## config.mk

```make
export PLATFORM = sky130hd
export DESIGN_NAME = psw_swap_ctrl
export DESIGN_NICKNAME = d
export VERILOG_FILES = /design/src/rtl/psw_swap_pkg.sv /design/src/rtl/psw_prio_arb.sv /design/src/rtl/psw_slot_mem.sv /design/src/rtl/psw_swap_fsm.sv /design/src/rtl/psw_swap_ctrl.sv
export SDC_FILE = /design/constraint.sdc
export NUM_CORES = 2
export LEC_CHECK = 0
export ABC_AREA = 1
export BUFFER_PORTS_ARGS = -buffer_cell sky130_fd_sc_hd__buf_2
export CAP_MARGIN = 20
export CORE_MARGIN = 8
export CORE_UTILIZATION = 35
export DETAILED_ROUTE_END_ITERATION = 7
export PLACE_DENSITY_LB_ADDON = 0.12
export SYNTH_ARGS = -nofsm -noshare
export SYNTH_HDL_FRONTEND = slang
export SYNTH_SLANG_ARGS = --single-unit
```

## constraint.sdc

```tcl
create_clock -name clk -period 3.3 [get_ports clk]
set_input_delay 0.33 -clock clk [delete_from_list [all_inputs] [get_ports clk]]
set_output_delay 0.33 -clock clk [all_outputs]
set_load 0.005 [all_outputs]
```

## src/rtl/psw_swap_pkg.sv

```systemverilog
package psw_swap_pkg;
  localparam int NCLASS  = 6;
  localparam int NSLOT   = 2 * NCLASS;
  localparam int CLS_W   = $clog2(NCLASS);
  localparam int SLOT_AW = $clog2(NSLOT);

  typedef enum logic [CLS_W-1:0] {
    CLS_RESTART = 3'd0,
    CLS_SVC     = 3'd1,
    CLS_EXT     = 3'd2,
    CLS_IO      = 3'd3,
    CLS_MCHK    = 3'd4,
    CLS_PROG    = 3'd5
  } irq_cls_e;

  typedef enum logic [1:0] {
    ST_IDLE  = 2'd0,
    ST_STORE = 2'd1,
    ST_LOAD  = 2'd2
  } swap_state_e;

  // rank 0 is served first
  function automatic int rank_to_cls(input int rank);
    case (rank)
      0:       return int'(CLS_MCHK);
      1:       return int'(CLS_PROG);
      2:       return int'(CLS_SVC);
      3:       return int'(CLS_EXT);
      4:       return int'(CLS_IO);
      default: return int'(CLS_RESTART);
    endcase
  endfunction
endpackage

```

## src/rtl/psw_prio_arb.sv

```systemverilog
module psw_prio_arb
  import psw_swap_pkg::*;
(
  input  logic [NCLASS-1:0] req_i,
  output logic              any_o,
  output logic [CLS_W-1:0]  win_o
);
  always_comb begin
    any_o = |req_i;
    win_o = '0;
    // walk from lowest rank up so the highest-ranked pending class wins
    for (int r = NCLASS - 1; r >= 0; r--) begin
      if (req_i[rank_to_cls(r)]) win_o = CLS_W'(rank_to_cls(r));
    end
  end
endmodule

```

## src/rtl/psw_slot_mem.sv

```systemverilog
module psw_slot_mem #(
  parameter int WORD_W = 128,
  parameter int DEPTH  = 12,
  parameter int AW     = $clog2(DEPTH)
) (
  input  logic              clk,
  input  logic              rst_n,
  input  logic              we_i,
  input  logic [AW-1:0]     waddr_i,
  input  logic [WORD_W-1:0] wdata_i,
  input  logic [AW-1:0]     raddr_i,
  output logic [WORD_W-1:0] rdata_o
);
  logic [DEPTH*WORD_W-1:0] flat;

  for (genvar i = 0; i < DEPTH; i++) begin : g_ent
    logic [WORD_W-1:0] q;
    always_ff @(posedge clk) begin
      if (!rst_n)                            q <= '0;
      else if (we_i && (waddr_i == AW'(i)))  q <= wdata_i;
    end
    assign flat[i*WORD_W +: WORD_W] = q;
  end

  always_comb begin
    if (int'(raddr_i) < DEPTH) rdata_o = flat[int'(raddr_i)*WORD_W +: WORD_W];
    else                       rdata_o = '0;
  end
endmodule

```

## src/rtl/psw_swap_fsm.sv

```systemverilog
module psw_swap_fsm
  import psw_swap_pkg::*;
(
  input  logic             clk,
  input  logic             rst_n,
  input  logic             req_any_i,
  input  logic [CLS_W-1:0] win_i,
  output logic             idle_o,
  output logic             store_o,
  output logic             load_o,
  output logic [CLS_W-1:0] cls_o,
  output logic             taken_o,
  output logic [CLS_W-1:0] taken_cls_o
);
  swap_state_e state;

  always_ff @(posedge clk) begin
    if (!rst_n) begin
      state       <= ST_IDLE;
      cls_o       <= '0;
      taken_o     <= 1'b0;
      taken_cls_o <= '0;
    end else begin
      taken_o <= 1'b0;
      case (state)
        ST_IDLE: if (req_any_i) begin
          cls_o <= win_i;
          state <= ST_STORE;
        end
        ST_STORE: state <= ST_LOAD;
        ST_LOAD: begin
          state       <= ST_IDLE;
          taken_o     <= 1'b1;
          taken_cls_o <= cls_o;
        end
        default: state <= ST_IDLE;
      endcase
    end
  end

  assign idle_o  = (state == ST_IDLE);
  assign store_o = (state == ST_STORE);
  assign load_o  = (state == ST_LOAD);
endmodule

```

## src/rtl/psw_swap_ctrl.sv

```systemverilog
module psw_swap_ctrl
  import psw_swap_pkg::*;
#(
  parameter int WORD_W = 128,
  parameter int IA_W   = 64,
  parameter int STEP_W = 4
) (
  input  logic               clk,
  input  logic               rst_n,
  input  logic [NCLASS-1:0]  req_i,
  input  logic               step_valid_i,
  input  logic [STEP_W-1:0]  step_len_i,
  input  logic               branch_valid_i,
  input  logic [IA_W-1:0]    branch_addr_i,
  input  logic               wr_valid_i,
  output logic               wr_ready_o,
  input  logic [SLOT_AW-1:0] wr_addr_i,
  input  logic [WORD_W-1:0]  wr_data_i,
  input  logic               ld_valid_i,
  output logic               ld_ready_o,
  input  logic [SLOT_AW-1:0] ld_addr_i,
  output logic [WORD_W-1:0]  psw_o,
  output logic               taken_o,
  output logic [CLS_W-1:0]   taken_cls_o
);
  localparam int HI_W = WORD_W - IA_W;

  logic              req_any, idle, store_en, load_en;
  logic [CLS_W-1:0]  win, cls_q;
  logic              mem_we;
  logic [SLOT_AW-1:0] mem_waddr, mem_raddr;
  logic [WORD_W-1:0] mem_wdata, mem_rdata;
  logic              ld_fire, wr_fire;
  logic [WORD_W-1:0] psw_q;

  psw_prio_arb u_arb (
    .req_i (req_i),
    .any_o (req_any),
    .win_o (win)
  );

  psw_swap_fsm u_fsm (
    .clk         (clk),
    .rst_n       (rst_n),
    .req_any_i   (req_any),
    .win_i       (win),
    .idle_o      (idle),
    .store_o     (store_en),
    .load_o      (load_en),
    .cls_o       (cls_q),
    .taken_o     (taken_o),
    .taken_cls_o (taken_cls_o)
  );

  assign wr_ready_o = idle;
  assign ld_ready_o = idle && !req_any;
  assign wr_fire    = wr_valid_i && wr_ready_o;
  assign ld_fire    = ld_valid_i && ld_ready_o;

  // the single write port is shared between the swap store and the host
  assign mem_we    = store_en || wr_fire;
  assign mem_waddr = store_en ? SLOT_AW'(cls_q) : wr_addr_i;
  assign mem_wdata = store_en ? psw_q : wr_data_i;
  assign mem_raddr = load_en ? SLOT_AW'(NCLASS) + SLOT_AW'(cls_q) : ld_addr_i;

  psw_slot_mem #(
    .WORD_W (WORD_W),
    .DEPTH  (NSLOT),
    .AW     (SLOT_AW)
  ) u_mem (
    .clk     (clk),
    .rst_n   (rst_n),
    .we_i    (mem_we),
    .waddr_i (mem_waddr),
    .wdata_i (mem_wdata),
    .raddr_i (mem_raddr),
    .rdata_o (mem_rdata)
  );

  always_ff @(posedge clk) begin
    if (!rst_n) begin
      psw_q <= '0;
    end else if (load_en) begin
      psw_q <= mem_rdata;
    end else if (idle) begin
      if (ld_fire)             psw_q <= mem_rdata;
      else if (branch_valid_i) psw_q <= {psw_q[WORD_W-1 -: HI_W], branch_addr_i};
      else if (step_valid_i)   psw_q <= {psw_q[WORD_W-1 -: HI_W],
                                         psw_q[IA_W-1:0] + IA_W'(step_len_i)};
    end
  end

  assign psw_o = psw_q;
endmodule

```

# Word-level counts from Yosys, hierarchy flattened
# Cells that the tools add are included.
[totals]
ff_bits = 1673
romBits = 0
mem_count = 0
in_bits = 216
ramBits = 0
latch_bits = 0
wordCells = 79
out_inout_bits = 134
[op_classes]
reduce_logical = 26
add_sub_neg = 2
n_bitwise = 0
n_lt_le_gt_ge = 1
n_div = 0
muxes = 17
eq_ne = 14
shifts = 1
n_mul = 0
[op_table]
columns = ["cell", "count"]
rows = [
  ["variable part select 1536 x 12 -> 128 bit", 1],
  ["2-to-1 mux 128 bit", 5],
  ["2-to-1 mux 64 bit", 2],
  ["adder 64 x 4 -> 64 bit", 1],
  ["== test 4 x 3 -> 1 bit (second input constant)", 4],
  ["== test 4 bit (second input constant)", 4],
  ["logical AND 1 bit", 15],
  ["2-to-1 mux 3 bit", 4],
  ["== test 4 x 2 -> 1 bit (second input constant)", 2],
  ["2-to-1 mux 4 bit", 2],
  ["AND reduction 2 bit", 3],
  ["OR reduction 6 bit", 1],
  ["adder 3 x 3 -> 4 bit (first input constant)", 1],
  ["== test 4 x 1 -> 1 bit (second input constant)", 1],
  ["zero test 4 bit", 1],
  ["less-than comparator 4 bit (second input constant)", 1],
  ["2-to-1 mux 2 bit", 2],
  ["one-hot mux 2 bit (2 select lines)", 1],
  ["nonzero test 2 bit", 2],
  ["nonzero test 4 bit", 1],
  ["== test 2 x 1 -> 1 bit (second input constant)", 1],
  ["== test 2 bit (second input constant)", 1],
  ["zero test 2 bit", 1],
  ["!= test 2 x 1 -> 1 bit (second input constant)", 1],
  ["3 further kinds", 3],
]

# Logic depth before layout (Yosys ltp)
[depth]
depth_word = 7
ltp_mapped = 16
ltp_nobuf = 15

# Cells and area by module
# A second synthesis with hierarchy kept.
[hier_totals]
hier_cells = 10652
hier_area_um2 = 73810.8
[modules_own_cells]
columns = ["module", "seq_area_each_um2", "instances", "area_per_inst_um2", "cells_per_inst"]
rows = [
  ["psw_slot_mem", 30749.5, 1, 64066.4, 8913],
  ["psw_swap_ctrl", 2562.5, 1, 9354.0, 1684],
  ["psw_swap_fsm", 180.2, 1, 340.3, 43],
  ["psw_prio_arb", 0.0, 1, 50.0, 12],
]

# Least setup slack after synthesis
# Ideal clock, no wire load.
[synth_path]
kind = "reg-to-reg"
start = "register u_fsm.state[0]"
end = "register u_mem.g_ent[2].q[124]"
setup_time_ns = 0.128
path_stages_with_launch = 13
slack_ns = 1.194
arrival_time_ns = 1.978
required_time_ns = 3.172
path_buffers = 3
period_less_slack_ns = 2.106
path_cell_list = "dfxtp_1 > inv_2 > nor2_2 > buf_4 > inv_4 > o21ai_4 > inv_2 > nor3_2 > nand2_1 > clkbuf_1 > clkbuf_1 > o21ai_0 > a21oi_1"
[synth_via]
elab_chain_len = 4
elab_cells_between_ends = 8
cone_classes = "eq/ne: 2; mux: 2; reduce/logical: 4"
[synth_lines]
columns = ["element", "line", "text"]
rows = [
  ["start, declared", "psw_swap_fsm.sv:15", "swap_state_e state;"],
  ["start signal, assigned", "psw_swap_fsm.sv:19", "state <= ST_IDLE;"],
  ["start signal, assigned", "psw_swap_fsm.sv:28", "state <= ST_STORE;"],
  ["start signal, assigned", "psw_swap_fsm.sv:30", "ST_STORE: state <= ST_LOAD;"],
  ["== test 2 x 1 -> 1 bit / zero test 2 bit (equally long branches)", "psw_swap_fsm.sv:42, psw_swap_fsm.sv:41", ""],
  ["2-to-1 mux 4 bit / logical AND 1 bit (equally long branches)", "psw_swap_ctrl.sv:62, psw_swap_ctrl.sv:57", ""],
  ["== test 4 x 2 -> 1 bit / logical OR 1 bit (equally long branches)", "psw_slot_mem.sv:20, psw_swap_ctrl.sv:61", ""],
  ["logical AND 1 bit", "psw_slot_mem.sv:20", "else if (we_i && (waddr_i == AW'(i))) q <= wdata_i;"],
  ["end signal, assigned", "psw_slot_mem.sv:20", ""],
  ["end, declared", "psw_slot_mem.sv:17", "logic [WORD_W-1:0] q;"],
]
# Several ways; a longest one is shown, not always the timed one.
# A chain may end at the register's enable or synchronous reset.

# Final worst setup path
[layout_path]
start = "register u_fsm.state[0]"
end = "register u_mem.g_ent[4].q[93]"
[layout_via]
elab_chain_len = 4
elab_cells_between_ends = 8
cone_classes = "eq/ne: 2; mux: 2; reduce/logical: 4"
[layout_lines]
columns = ["element", "line"]
rows = [
  ["== test 2 x 1 -> 1 bit / zero test 2 bit (equally long branches)", "psw_swap_fsm.sv:42, psw_swap_fsm.sv:41"],
  ["2-to-1 mux 4 bit / logical AND 1 bit (equally long branches)", "psw_swap_ctrl.sv:62, psw_swap_ctrl.sv:57"],
  ["== test 4 x 3 -> 1 bit / logical OR 1 bit (equally long branches)", "psw_slot_mem.sv:20, psw_swap_ctrl.sv:61"],
  ["logical AND 1 bit", "psw_slot_mem.sv:20"],
  ["end signal, assigned", "psw_slot_mem.sv:20"],
  ["end, declared", "psw_slot_mem.sv:17"],
]
# Several ways; a longest one is shown, not always the timed one.

==> results.md <==
- Outcome: completed
- Post-synthesis mux area share: 0%
- CTS HTree Levels: 4
- Global route total overflow: 0
- Number of fill cells: 22972
- R2R Path End: u_mem.g_ent[4].q[93]
- Delay-heaviest family, CP: buffers and inverters
- Post-Syn Area: 77420 um2
- Crit-path cells: inv_2 -> nor2_4 -> inv_8 -> buf_4 -> o21ai_4 -> inv_2 -> nor3_4 -> nand2_4 -> buf_12 -> o21ai_0 -> a21oi_1
- Die height: 486.3 um
- RD Place Congestion: 0.9312
- Buf+Inv Stages, Crit Path: 5
- Maximum vdd drop: 0.0006141 V
- Compound-Gate Fraction of Synth Area: 23.67%
- Clock Tree Root: clkbuf_16
- Nets@finish: 11430
- NetSw: 15.58 mW
- Post-DRT Antenna Nets: 0
- Post-DP HPWL: 179.3 mm
- TritonRoute pass-1 iters: 8
- Area delta synth->final: 15.95%
- Initial antenna violation count: 15
- Period utilization: 93.16%
- Worst setup endpoint: u_mem.g_ent[4].q[93]
- Crit Path Class: flop to flop
- Reg2Reg Launch Point: u_fsm.state[0]
- Post-Synth Simple-Gate Area: 22.68%
- Die Wd: 486.3 um
- Final min period: 3.074 ns
- Ys async rst share: 0%
- Adder-Cell Fraction of Synth Area: 0.1067%
- Ys flop type: dfxtp_1
- Synth Register Bits: 1673
- Largest net degree at the start of global routing: 165
- Total Wirelength: 311.2 mm
- Clock Power Share: 41.9%
- Vias: 77783
- CTS tree: yes
- Placed instance area: 82540 um2
- Worst EP arrival: 3.75 ns
- Die area: 236500 um2
- Crit path required time: 3.98 ns
- Core area: 219700 um2
- Drt via density: 5.436
- Crit. Startpoint: u_fsm.state[0]
- Max-slew headroom: 28.17%
- Crit path depth: 11
- Combinational family with the most area after synthesis: compound AO/OA/AOI/OAI gates
- Worst R2R Path Depth: 11
- CP dominant cell by count: inv_2
- Synth top area share: 43.26%
- Tightest Pin Transition: 1.077 ns
- Synth Area per Inst: 6.797 um2
- Port buffer count: 349
- Clock Tree Buf Depth: 3
- Max cap viols: 0
- Top cells by count, synth: nand2_1, a21oi_1, dfxtp_1
- Fmax: 325.3 MHz
- Startpoint Class: flop
- Power per cell area: 577.3 nW/um2
- Initial Util: 35.23%
- Pleak: 32.06 nW
- Combinational fraction of design power: 16.5%
- DRC errors left: 0
- CP peak stage delay: 0.42 ns
- Post-Syn Nets: 11612
- Clock sink total: 1673
- Reg clk slew, reported paths: 0.06 ns
- Min-Delay Path Class: input pin to flop
- Crit end category: flop
- First-pass GRT wire length: 466.1 mm
- Share of cells above drive strength 1: 8.618%
- Sequential share of power: 41.6%
- Int Power: 36.25 mW
- Worst R2R Setup Slack: 0.23 ns
- Final hold violations: 0
- Post-synth EDFFs: 0
- TNS Setup: 0 ns
- Final setup viols: 0
- Crit Path Max Fanout: 96
- Post-synthesis sequential area ratio: 43.26%
- RSZ-0062 raised after global routing: false
- Vias in the first global route: 72118
- Initial DRC count: 7651
- Clock Skew: 0.03178 ns
- YS warnings: 0
- Dominant cells by area after synthesis: dfxtp_1, nand2_1, a21oi_1
- Switching share of power: 30.05%
- Site Rows: 172
- Slowest CP cell: dfxtp_1
- Most common cell in the netlist: nand2_1
- Unique masters post-synth: 34
- Largest area contributor in the netlist: dfxtp_1
- TritonCTS Buffers: 189
- Clock Latency Late Sink: 0.85 ns
- Setup bufs post-CTS: 0
- Hold path start: branch_addr_i[35]
- DR WL/cell: 21.75 um
- Fin. max-slew vios: 0
- Syn Inst Count: 11390
- Post-synthesis xor/xnor area fraction: 0.1131%
- Design Area, Final: 89770 um2
- I/O pin cnt: 350
- Final Util: 40.86%
- Global-route usage over all layers: 24.97%
tightest hold or removal path, cell delays in order:
cell and delay, ns:
buf_2 0.10, nor2_1 0.09, nor2_1 0.08, nand2_1 0.11
nand3_1 0.08, nand2_1 0.06, inv_1 0.03
how the worst min path moves through the flow:
stage | endpoint | depth (start not counted) | slack (ns)
2_1_floorplan | u_mem.g_ent[10].q[100] | 2 | 0.42
3_3_place_gp | u_mem.g_ent[10].q[69] | 2 | 0.43
3_5_place_dp | u_mem.g_ent[10].q[126] | 2 | 0.43
4_1_cts | psw_o[35] | 7 | 0.01
5_1_grt | psw_o[35] | 7 | 0.06
6_report | psw_o[35] | 7 | 0.09
sequential cells by signal, summed over array words and instances (netlist names):
signal,count
u_fsm.taken_cls_o,3
u_fsm.cls_o,3
u_fsm.taken_o,1
psw_o,128
u_fsm.state,2
u_mem.g_ent.q,1536
logic make-up after synthesis:
logic type / count (synthesis)
and+or+nand+nor: 4174
buffers and inverters: 2057
DFF: 1673
adders and majority gates: 6
xor gates and xnor gates: 10
AOI/OAI and AO/OA: 3470
power groups by stage:
stage	clock network, mW	logic [mW]	registers, mW
floorplan	0	5.01	21.8
global placement	0	8.36	22.0
detailed placement	0	8.42	22.0
CTS	22.1	8.53	21.5
global route	23.0	9.34	21.6
finish	21.7	8.57	21.6
routing by layer:
metal	share of wire (%)	up-vias	global-route usage, %	wire length, um
met5	0.011	-	0	34
met4	2.8	4	7.526	8865
met3	6.6	443	3.447	20680
met2	45	2769	39.92	139100
met1	46	37028	35.01	142500
li1	-	37539	-	-
per-stage QoR:
stage	hold WS [ns]	cells	power (mW)	setup WS, ns
2_1_floorplan	0.4205	11390	26.84	1.194
3_3_place_gp	0.4270	13888	30.34	-0.3760
3_5_place_dp	0.4308	13888	30.41	-0.3489
4_1_cts	0.01070	14305	52.22	0.01640
5_1_grt	0.06499	14309	53.94	0.02875
6_report	0.08663	14309	51.83	0.2258
layout make-up:
type	instances	area (um2)	area share, %
diodes	3	7.507	0.008363
clock buffers	294	5720	6.372
clock inverters	37	610.6	0.6802
inverters	953	3607	4.018
multi-input cells	7660	36300	40.43
flip-flops and latches	1673	33490	37.31
well taps	2958	3701	4.123
repair buffers	731	6334	7.055
cells in the final DEF (no fill, tap or decap), types with 118 or more instances in the layout:
cell type	Yosys	routed
buf_4	1	176
nand2_1	2302	2288
dfxtp_1	1673	1673
buf_2	115	349
inv_1	944	941
o21ai_0	1319	1317
buf_12	0	118
nand3_1	1389	1385
clkbuf_16	0	194
o211ai_1	234	234
a21oi_1	1719	1719
nor2_1	430	425
repair_timing:
item,CTS,global route
hold buffers,86,0
resized for setup,0,5
endpoints found under the setup margin,0,96
endpoints found under the hold margin,127,0
No activity file was read; power rests on OpenSTA's default activity.
